**src/rtl/stack_pkg.sv**
```systemverilog
package stack_pkg;
  typedef enum logic [1:0] {
    OP_IDLE = 2'd0,
    OP_PUSH = 2'd1,
    OP_POP  = 2'd2,
    OP_BAD  = 2'd3
  } stk_op_e;
endpackage

```
**src/rtl/stack_ctrl.sv**
```systemverilog
module stack_ctrl
  import stack_pkg::*;
#(
  parameter int DEPTH = 8,
  localparam int CNT_W = $clog2(DEPTH + 1)
) (
  input  logic             clk,
  input  logic             rst_n,
  input  logic             push_i,
  input  logic             pop_i,
  output stk_op_e          op_o,
  output logic [CNT_W-1:0] count_o,
  output logic             empty_o,
  output logic             full_o,
  output logic             err_o
);
  localparam logic [CNT_W-1:0] CNT_MAX = CNT_W'(DEPTH);

  logic [CNT_W-1:0] count_q;

  assign empty_o = (count_q == '0);
  assign full_o  = (count_q == CNT_MAX);
  assign count_o = count_q;

  // Decode one request per cycle; refused requests become OP_BAD.
  always_comb begin
    op_o = OP_IDLE;
    if (push_i && pop_i)             op_o = OP_BAD;
    else if (push_i && !full_o)      op_o = OP_PUSH;
    else if (push_i)                 op_o = OP_BAD;
    else if (pop_i && !empty_o)      op_o = OP_POP;
    else if (pop_i)                  op_o = OP_BAD;
  end

  always_ff @(posedge clk) begin
    if (!rst_n) begin
      count_q <= '0;
      err_o   <= 1'b0;
    end else begin
      err_o <= (op_o == OP_BAD);
      case (op_o)
        OP_PUSH: count_q <= count_q + 1'b1;
        OP_POP:  count_q <= count_q - 1'b1;
        default: count_q <= count_q;
      endcase
    end
  end

  assert_no_overflow_R6: assert property (@(posedge clk) disable iff (!rst_n)
    count_q <= CNT_MAX);
  assert_full_push_dropped_R6: assert property (@(posedge clk) disable iff (!rst_n)
    (push_i && !pop_i && full_o) |=> (err_o && $stable(count_q)));
  assert_empty_pop_dropped_R7: assert property (@(posedge clk) disable iff (!rst_n)
    (pop_i && !push_i && empty_o) |=> (err_o && $stable(count_q)));
  assert_both_refused_R8: assert property (@(posedge clk) disable iff (!rst_n)
    (push_i && pop_i) |=> (err_o && $stable(count_q)));
endmodule

```
**src/rtl/stack_ptr.sv**
```systemverilog
module stack_ptr
  import stack_pkg::*;
#(
  parameter int ADDR_W     = 8,
  parameter int DEPTH      = 8,
  parameter bit GROW_UP    = 1'b1,
  parameter bit NEXT_EMPTY = 1'b0,
  localparam int CNT_W = $clog2(DEPTH + 1),
  localparam int IDX_W = $clog2(DEPTH)
) (
  input  logic              clk,
  input  logic              rst_n,
  input  logic [ADDR_W-1:0] base_i,
  input  stk_op_e           op_i,
  input  logic [CNT_W-1:0]  count_i,
  output logic [ADDR_W-1:0] sp_o,
  output logic              we_o,
  output logic [IDX_W-1:0]  widx_o,
  output logic              re_o,
  output logic [IDX_W-1:0]  ridx_o
);
  logic [ADDR_W-1:0] base_q;
  logic [ADDR_W-1:0] sp_q;
  logic [ADDR_W-1:0] sp_fwd;
  logic [ADDR_W-1:0] sp_back;
  logic [ADDR_W-1:0] waddr;
  logic [ADDR_W-1:0] raddr;
  logic [ADDR_W-1:0] empty_pos;

  function automatic logic [ADDR_W-1:0] step_fwd(input logic [ADDR_W-1:0] a);
    return GROW_UP ? a + 1'b1 : a - 1'b1;
  endfunction

  function automatic logic [ADDR_W-1:0] step_back(input logic [ADDR_W-1:0] a);
    return GROW_UP ? a - 1'b1 : a + 1'b1;
  endfunction

  function automatic logic [ADDR_W-1:0] rest_pos(input logic [ADDR_W-1:0] b);
    return NEXT_EMPTY ? b : step_back(b);
  endfunction

  assign sp_fwd    = step_fwd(sp_q);
  assign sp_back   = step_back(sp_q);
  assign empty_pos = rest_pos(base_q);

  // The convention picks which side of the pointer update the access uses.
  generate
    if (NEXT_EMPTY) begin : g_next_empty
      assign waddr = sp_q;
      assign raddr = sp_back;
    end else begin : g_last_full
      assign waddr = sp_fwd;
      assign raddr = sp_q;
    end
  endgenerate

  assign we_o   = (op_i == OP_PUSH);
  assign re_o   = (op_i == OP_POP);
  assign widx_o = waddr[IDX_W-1:0];
  assign ridx_o = raddr[IDX_W-1:0];
  assign sp_o   = sp_q;

  always_ff @(posedge clk) begin
    if (!rst_n) begin
      base_q <= base_i;
      sp_q   <= rest_pos(base_i);
    end else begin
      case (op_i)
        OP_PUSH: sp_q <= sp_fwd;
        OP_POP:  sp_q <= sp_back;
        default: sp_q <= sp_q;
      endcase
    end
  end

  assert_sp_tracks_count_R2: assert property (@(posedge clk) disable iff (!rst_n)
    sp_q == (GROW_UP ? empty_pos + ADDR_W'(count_i) : empty_pos - ADDR_W'(count_i)));

  generate
    if (NEXT_EMPTY) begin : g_chk_ne
      assert_ne_push_order_R4: assert property (@(posedge clk) disable iff (!rst_n)
        we_o |=> (sp_q == step_fwd($past(waddr))));
      assert_ne_pop_order_R4: assert property (@(posedge clk) disable iff (!rst_n)
        re_o |=> (sp_q == $past(raddr)));
    end else begin : g_chk_lf
      assert_lf_push_order_R3: assert property (@(posedge clk) disable iff (!rst_n)
        we_o |=> (sp_q == $past(waddr)));
      assert_lf_pop_order_R3: assert property (@(posedge clk) disable iff (!rst_n)
        re_o |=> (sp_q == step_back($past(raddr))));
    end
  endgenerate
endmodule

```
**src/rtl/stack_ram.sv**
```systemverilog
module stack_ram #(
  parameter int DATA_W = 16,
  parameter int DEPTH  = 8,
  localparam int IDX_W = $clog2(DEPTH)
) (
  input  logic              clk,
  input  logic              we_i,
  input  logic [IDX_W-1:0]  widx_i,
  input  logic [DATA_W-1:0] wdata_i,
  input  logic              re_i,
  input  logic [IDX_W-1:0]  ridx_i,
  output logic [DATA_W-1:0] rdata_o
);
  logic [DATA_W-1:0] mem [DEPTH];

  always_ff @(posedge clk) begin
    if (we_i) mem[widx_i] <= wdata_i;
    if (re_i) rdata_o <= mem[ridx_i];
  end
endmodule

```
**src/rtl/stack_engine.sv**
```systemverilog
module stack_engine
  import stack_pkg::*;
#(
  parameter int DATA_W     = 16,
  parameter int ADDR_W     = 8,
  parameter int DEPTH      = 8,
  parameter bit GROW_UP    = 1'b1,
  parameter bit NEXT_EMPTY = 1'b0
) (
  input  logic              clk,
  input  logic              rst_n,
  input  logic [ADDR_W-1:0] base_addr,
  input  logic              push_i,
  input  logic [DATA_W-1:0] push_data,
  input  logic              pop_i,
  output logic [DATA_W-1:0] pop_data,
  output logic              pop_valid,
  output logic [ADDR_W-1:0] sp,
  output logic              empty,
  output logic              full,
  output logic              err
);
  localparam int CNT_W = $clog2(DEPTH + 1);
  localparam int IDX_W = $clog2(DEPTH);

  stk_op_e          op;
  logic [CNT_W-1:0] count;
  logic             we;
  logic             re;
  logic [IDX_W-1:0] widx;
  logic [IDX_W-1:0] ridx;

  stack_ctrl #(.DEPTH(DEPTH)) u_ctrl (
    .clk(clk), .rst_n(rst_n), .push_i(push_i), .pop_i(pop_i),
    .op_o(op), .count_o(count), .empty_o(empty), .full_o(full), .err_o(err)
  );

  stack_ptr #(
    .ADDR_W(ADDR_W), .DEPTH(DEPTH), .GROW_UP(GROW_UP), .NEXT_EMPTY(NEXT_EMPTY)
  ) u_ptr (
    .clk(clk), .rst_n(rst_n), .base_i(base_addr), .op_i(op), .count_i(count),
    .sp_o(sp), .we_o(we), .widx_o(widx), .re_o(re), .ridx_o(ridx)
  );

  stack_ram #(.DATA_W(DATA_W), .DEPTH(DEPTH)) u_ram (
    .clk(clk), .we_i(we), .widx_i(widx), .wdata_i(push_data),
    .re_i(re), .ridx_i(ridx), .rdata_o(pop_data)
  );

  always_ff @(posedge clk) begin
    if (!rst_n) pop_valid <= 1'b0;
    else        pop_valid <= re;
  end

  assert_pop_strobe_R5: assert property (@(posedge clk) disable iff (!rst_n)
    pop_valid |-> (sp == (GROW_UP ? $past(sp) - 1'b1 : $past(sp) + 1'b1)));
  assert_refused_holds_sp_R8: assert property (@(posedge clk) disable iff (!rst_n)
    (push_i && pop_i) |=> ($stable(sp) && !pop_valid));
endmodule

```
**config.mk**
```make
export PLATFORM = sky130hd
export DESIGN_NAME = stack_engine
export DESIGN_NICKNAME = d
export VERILOG_FILES = /design/src/rtl/stack_pkg.sv /design/src/rtl/stack_ctrl.sv /design/src/rtl/stack_ptr.sv /design/src/rtl/stack_ram.sv /design/src/rtl/stack_engine.sv
export SDC_FILE = /design/constraint.sdc
export NUM_CORES = 1
export LEC_CHECK = 0
export ABC_AREA = 1
export CELL_PAD_IN_SITES_DETAIL_PLACEMENT = 1
export CELL_PAD_IN_SITES_GLOBAL_PLACEMENT = 2
export CORE_MARGIN = 5
export CORE_UTILIZATION = 37
export CTS_BUF_LIST = sky130_fd_sc_hd__clkbuf_4
export DETAILED_ROUTE_END_ITERATION = 8
export PLACE_DENSITY_LB_ADDON = 0.1
export SLEW_MARGIN = 20
export SYNTH_ARGS = -nofsm -noshare
export SYNTH_HDL_FRONTEND = slang
export SYNTH_SLANG_ARGS = --single-unit
```
**constraint.sdc**
```tcl
create_clock -name clk -period 2.77 [get_ports clk]
set_clock_uncertainty 0.2 [all_clocks]
set_input_delay 0.6925 -clock clk [delete_from_list [all_inputs] [get_ports clk]]
set_output_delay 0.6925 -clock clk [all_outputs]
set_load 0.01 [all_outputs]
```
==> flow_summary.toml, run 1 <==
[outcome]
status = "finished, final reports clean"

[route]
final_antenna_net_count = 0
drc_errors = 0
vias = 4483
dr.first_iter.drc_count = 224
vias_per_cell = 5.11
routedWlPerCell_um = 19.3
firstDrtPassIters = 4
wirelength_um = 16900

[synthesis]
syn_area_um2 = 6600
synthArstFlopShare_pct = 0
synth-simple-area-share_pct = 12.7
syn_inst = 560
synth_mux_area_share_pct = 0
syn-num-nets = 597
seq_area_frac_synth_pct = 71.0
synth_top_cell_by_area = "edfxtp_1"
synth_top_cell_area_share_pct = 69.2
synthTopCellsByArea = "edfxtp_1, nor2_1, nand2_1"
synth_flop_cell = "edfxtp_1"
avgSynthCellArea_um2 = 11.8
synthAdderAreaFrac_pct = 1.82
synth-seq-cells = 158
ys_types = 27
yosysWarningCount = 0
synth_edf_count = 152
synth_compound_area_share_pct = 9.31
synth_top_family_by_area = "simple AND/OR/NAND/NOR gates"
synth_xor_area_share_pct = 0.797

[sta]
finalHoldViolCount = 0
relSlewSlack_pct = 62.1
worst_pin_slew_ns = 0.568
setup_slack_ns = 0.135
max_freq_mhz = 380
period_share_pct = 95.1
hold_slack_ns = 0.382
rsz0062_at_grt = "false"
slew_violations = 0
setup_viol = 0
fin_crit_ns = 2.63

[worst_setup_path]
arrival_ns = 1.74
crit_path_end_kind = "output pin"
r2r_slack_ns = 0.41
timing.rr.start = "u_ctrl.count_o[3]$_SDFFE_PN0P_"
path_delay_family = "buffers and inverters"
worst-path-buf-inv = 1
slowest_stage = "clkdlybuf4s50_1"
r2r-end = "u_ram.mem[2][12]$_DFFE_PP_"
crit_fanout = 6
cp.required_ns = 1.88
critical_path_class = "reg2out"
path_cells = "clkdlybuf4s50_1"
worstRegToRegCells = 7
start_kind = "flop"
cp_slowest_stage_delay_ns = 0.61

[global_route]
grt_overflow = 0
grt_pass1_wl_um = 26100
antenna_found_initial = 1
first_global_vias = 4774
grt_util_all_layers_pct = 17.0
grt_max_degree = 68

[run]
cap_viol_max_count = 0

[layout]
drive_gt1_share_pct = 10.8
final_nets = 675
most-common-layout-cells = "edfxtp_1, nor2_1, nand2_1, clkdlybuf4s50_1, o21ai_0"
final_common_cell = "edfxtp_1"
area.growth.synth_to_final_pct = 19.1

[placement]
dp_hpwl_um = 10800
gp_congestion = 0.789
portBuffers = 55
pre_cts_slack_ns = -0.0291

[clock_tree]
insertion_delay_ns = 0.57
clockBufferDepth = 2
htreeDepth = 4
clkSlewWorstSetupHoldPaths_ns = 0.14
hold_buffers = 0
cts-root-buf = "clkbuf_4"
cts_tree = "yes"
cts.sinks = 158
cts_made_buffers = 17

[hold_path]
min-delay-start = "u_ctrl.count_o[3]$_SDFFE_PN0P_"
hp-class = "reg2reg"
whs_endpoint = "u_ctrl.count_o[3]$_SDFFE_PN0P_"
min_path_cells = 2

[power]
p_int_mw = 4.10
vdd_ir_drop_max_uv = 354
fin_total_pwr_mw = 5.84
clkPwrFrac_pct = 27.3
netSwitchingPower_mw = 1.74
switching_share_pct = 29.8
power_density_nw_per_um2 = 743
leakage_nw = 2.83
combPwrFrac_pct = 22.4
sequentialPowerShare_pct = 50.3

[floorplanning]
die_x_um = 144
start_util_pct = 37.9
fp.dieH_um = 144
io_pins = 56
core_um2 = 17400
die_area_um2 = 20600
rows = 48
## final cells by class
class | instances | area [um2]
repair buffers | 86 | 797
diodes | 1 | 2.50
clock buffers | 20 | 150
fillers | 1879 | 9560
well taps | 225 | 282
flip-flops and latches | 158 | 4680
clock inverters | 12 | 185
multi-input cells | 343 | 1640
inverters | 32 | 121
## how the worst max path moves through the flow
stage                     cells after the start                              to                      startpoint
after floorplan                               6       u_ram.mem[4][0]$_DFFE_PP_  u_ctrl.count_o[3]$_SDFFE_PN0P_
after global placement                       12  u_ctrl.count_o[3]$_SDFFE_PN0P_                           pop_i
after detailed placement                     12  u_ctrl.count_o[3]$_SDFFE_PN0P_                           pop_i
after CTS                                     2                           sp[1]         u_ptr.sp_o[1]$_DFFE_PP_
after global routing                          1                           sp[0]         u_ptr.sp_o[0]$_DFFE_PP_
final                                         1                           sp[0]         u_ptr.sp_o[0]$_DFFE_PP_
## stage by stage
step / setup TNS [ns] / std cells / cell area [um2] / util [%]
6_report: 0 / 877 / 7860 / 45.1
5_1_grt: 0 / 877 / 7860 / 45.1
4_1_cts: 0 / 876 / 7850 / 45.1
3_5_place_dp: -0.0547 / 843 / 7500 / 43.1
3_3_place_gp: 0 / 843 / 7500 / 43.1
2_1_floorplan: 0 / 560 / 6600 / -
## sequential cells by signal, indices dropped and copies added (netlist names)
signal,flops
u_ctrl.err_o,1
u_ram.rdata_o,16
pop_valid,1
u_ctrl.count_o,4
u_ptr.sp_o,8
u_ram.mem,128
## per-layer routing
layer | vias to the layer above | track usage, % | part of all wire (%)
met5 | - | 0 | 0
met4 | 0 | 5.90 | 1.4
met3 | 19 | 3.66 | 4.7
met2 | 90 | 29.4 | 51
met1 | 2242 | 21.3 | 43
li1 | 2132 | - | -
## synthesized netlist by cell type, types with 2 or more instances
master and number:
a21oi_1 5, buf_2 12, buf_4 5, buf_6 4, clkbuf_1 5, dfxtp_1 6, edfxtp_1 152, ha_1 8
inv_1 28, inv_2 3, nand2_1 79, nand3_1 17, nand4_1 2, nor2_1 112, o21ai_0 51, o21ai_1 25
o22ai_1 32, xnor2_1 3, xor2_1 3
## power groups by stage
stage | clock network, mW | registers, mW | logic [mW]
finish | 1.59 | 2.93 | 1.31
global route | 1.76 | 2.95 | 1.46
global placement | 0 | 3.00 | 1.29
detailed placement | 0 | 3.00 | 1.32
floorplan | 0 | 3.00 | 0.748
CTS | 1.65 | 2.94 | 1.34
## cell families (layout without fill, tap and decap cells)
| group | Yosys count | after routing |
|---|---|---|
| and+or+nand+nor | 214 | 214 |
| DFF | 158 | 158 |
| AOI/OAI and AO/OA | 114 | 114 |
| buffers and inverters | 59 | 150 |
| adders and majority gates | 9 | 9 |
| xor gates and xnor gates | 6 | 6 |
| other | 0 | 1 |
## timing repair
action / in CTS / in global routing
setup buffers: 1 / 0
setup endpoints to repair: 3 / 1
gates resized for setup: 3 / 1
pin swaps: 0 / 0
hold endpoints to repair: 0 / 0
No activity file was read; power rests on OpenSTA's default activity.
==> run 2, diff against run 1 <==
--- a/config.mk
+++ b/config.mk
@@ -6,6 +6,7 @@
 export NUM_CORES = 1
 export LEC_CHECK = 0
 export ABC_AREA = 1
+export ABC_CLOCK_PERIOD_IN_PS = 2770
 export CELL_PAD_IN_SITES_DETAIL_PLACEMENT = 1
 export CELL_PAD_IN_SITES_GLOBAL_PLACEMENT = 2
 export CORE_MARGIN = 5
==> results of run 2 <==
Same layout as run 1: the final DEF is identical, and so are final timing and power.
==> run 3, diff against run 2 <==
--- a/config.mk
+++ b/config.mk
@@ -14,6 +14,7 @@
 export CTS_BUF_LIST = sky130_fd_sc_hd__clkbuf_4
 export DETAILED_ROUTE_END_ITERATION = 8
 export PLACE_DENSITY_LB_ADDON = 0.1
+export SKIP_LAST_GASP = 1
 export SLEW_MARGIN = 20
 export SYNTH_ARGS = -nofsm -noshare
 export SYNTH_HDL_FRONTEND = slang
==> flow_summary.toml, run 3 (synthesized netlist as in run 1, its figures left out) <==
[outcome]
status = "finished, final reports clean"

[sta]
setup_tns_ns = 0
setup_viol = 0
max_freq_mhz = 380
period_share_pct = 95.1
slew_violations = 0
hold_slack_ns = 0.382
worst_pin_slew_ns = 0.568
finalHoldViolCount = 0
rsz0062_at_grt = "false"
fin_crit_ns = 2.63
relSlewSlack_pct = 62.1

[hold_path]
hp-class = "reg2reg"
min-delay-start = "u_ctrl.count_o[3]$_SDFFE_PN0P_"
whs_endpoint = "u_ctrl.count_o[3]$_SDFFE_PN0P_"
min_path_cells = 2

[clock_tree]
cts_tree = "yes"
clockBufferDepth = 2
htreeDepth = 4
insertion_delay_ns = 0.57
cts-root-buf = "clkbuf_4"
cts.sinks = 158
cts_made_buffers = 17
clkSlewWorstSetupHoldPaths_ns = 0.14

[worst_setup_path]
path_cells = "clkdlybuf4s50_1"
timing.rr.start = "u_ctrl.count_o[3]$_SDFFE_PN0P_"
crit_fanout = 6
path_delay_family = "buffers and inverters"
start_kind = "flop"
worst-path-buf-inv = 1
slowest_stage = "clkdlybuf4s50_1"
crit_path_end_kind = "output pin"
cp_slowest_stage_delay_ns = 0.61
critical_path_class = "reg2out"
cp.required_ns = 1.88
r2r-end = "u_ram.mem[2][12]$_DFFE_PP_"
r2r_slack_ns = 0.41
arrival_ns = 1.74
worstRegToRegCells = 7

[power]
vdd_ir_drop_max_uv = 354
power_density_nw_per_um2 = 743
leakage_nw = 2.84

[floorplanning]
die_x_um = 144
fp.dieH_um = 144
start_util_pct = 37.9
core_um2 = 17400
rows = 48
die_area_um2 = 20600
io_pins = 56

[layout]
final_area_um2 = 7860
multi_input_area_um2 = 1640
fillCellCount = 1880
drive_gt1_share_pct = 10.8
final_common_cell = "edfxtp_1"
finalNonFillerCells = 877
most-common-layout-cells = "edfxtp_1, nor2_1, nand2_1, clkdlybuf4s50_1, o21ai_0"
area.growth.synth_to_final_pct = 19.2
largest_register = "u_ram.mem"
final_nets = 675
largest_register_ffs = 128
ff_latch_area_um2 = 4680

[placement]
placed_area_um2 = 7500
gp_congestion = 0.789
dp_cells = 843
portBuffers = 55
dp_hpwl_um = 10800

[route]
vias_per_cell = 5.11
vias = 4485
routedWlPerCell_um = 19.3
drc_errors = 0
firstDrtPassIters = 4
final_antenna_net_count = 0
dr.first_iter.drc_count = 224
wirelength_um = 16900

[global_route]
grt_overflow = 0
grt_pass1_wl_um = 26100
grt_max_degree = 68
grt_util_all_layers_pct = 17.0
first_global_vias = 4774
antenna_found_initial = 1

[run]
cap_viol_max_count = 0
==> run 3: cell types whose count changed in the layout (fill, tap and decap cells not counted), sizes merged <==
cell / previous run / this run
dlygate4sd2: 2 / 1
dlymetal6s2s: 0 / 1
==> run 3: area by class of cell <==
| cell class | instances | area share, % |
|---|---|---|
| well taps | 225 | 3.58 |
| inverters | 32 | 1.54 |
| multi-input cells | 343 | 20.8 |
| diodes | 1 | 0.0318 |
| clock buffers | 20 | 1.91 |
| flip-flops and latches | 158 | 59.6 |
| clock inverters | 12 | 2.36 |
| repair buffers | 86 | 10.2 |
==> run 3: worst max path at each step <==
stage | start | end | slack (ns) | cells past startpoint
detailed placement | pop_i | u_ctrl.count_o[3]$_SDFFE_PN0P_ | -0.03 | 12
CTS | u_ctrl.count_o[3]$_SDFFE_PN0P_ | empty | -0.13 | 2
floorplan | u_ctrl.count_o[3]$_SDFFE_PN0P_ | u_ram.mem[4][0]$_DFFE_PP_ | 0.11 | 6
global placement | pop_i | u_ctrl.count_o[3]$_SDFFE_PN0P_ | 0.06 | 12
finish | u_ptr.sp_o[0]$_DFFE_PP_ | sp[0] | 0.14 | 1
global route | u_ptr.sp_o[0]$_DFFE_PP_ | sp[0] | 0.03 | 1
==> run 3: tightest hold or removal path: stages, from the launching register on <==
cell     delay [ns]
dfxtp_1        0.41
nand2_1        0.09
a21oi_1        0.06
==> run 3: power by group <==
group | internal (mW) | leakage, nW | switching (mW) | total, mW
Clock | 0.758 | 0.172 | 0.834 | 1.59
Combinational | 0.494 | 1.23 | 0.819 | 1.31
Sequential | 2.85 | 1.44 | 0.0849 | 2.93
Total | 4.10 | 2.84 | 1.74 | 5.84
==> run 3: metal layers <==
metal	share of wire (%)	track usage, %
met1	43	21.3
met2	51	29.4
met3	4.7	3.66
met4	1.4	5.90
met5	0	0
==> run 3: what timing repair did <==
item | 4_1_cts | 5_1_grt
gates resized for setup | 2 | 2
buffers inserted | 1 | 0
endpoints found under the hold margin | 0 | 0
endpoints found under the setup margin | 3 | 2
hold buffers | 0 | 0
==> run 3: stage by stage <==
step | util [%] | power (mW) | worst slack, ns
final | 45.1 | 5.84 | 0.135
after global routing | 45.1 | 6.17 | 0.0300
after CTS | 45.1 | 5.93 | -0.127
after detailed placement | 43.1 | 4.32 | -0.0291
after global placement | 43.1 | 4.29 | 0.0551
after floorplan | - | 3.75 | 0.112
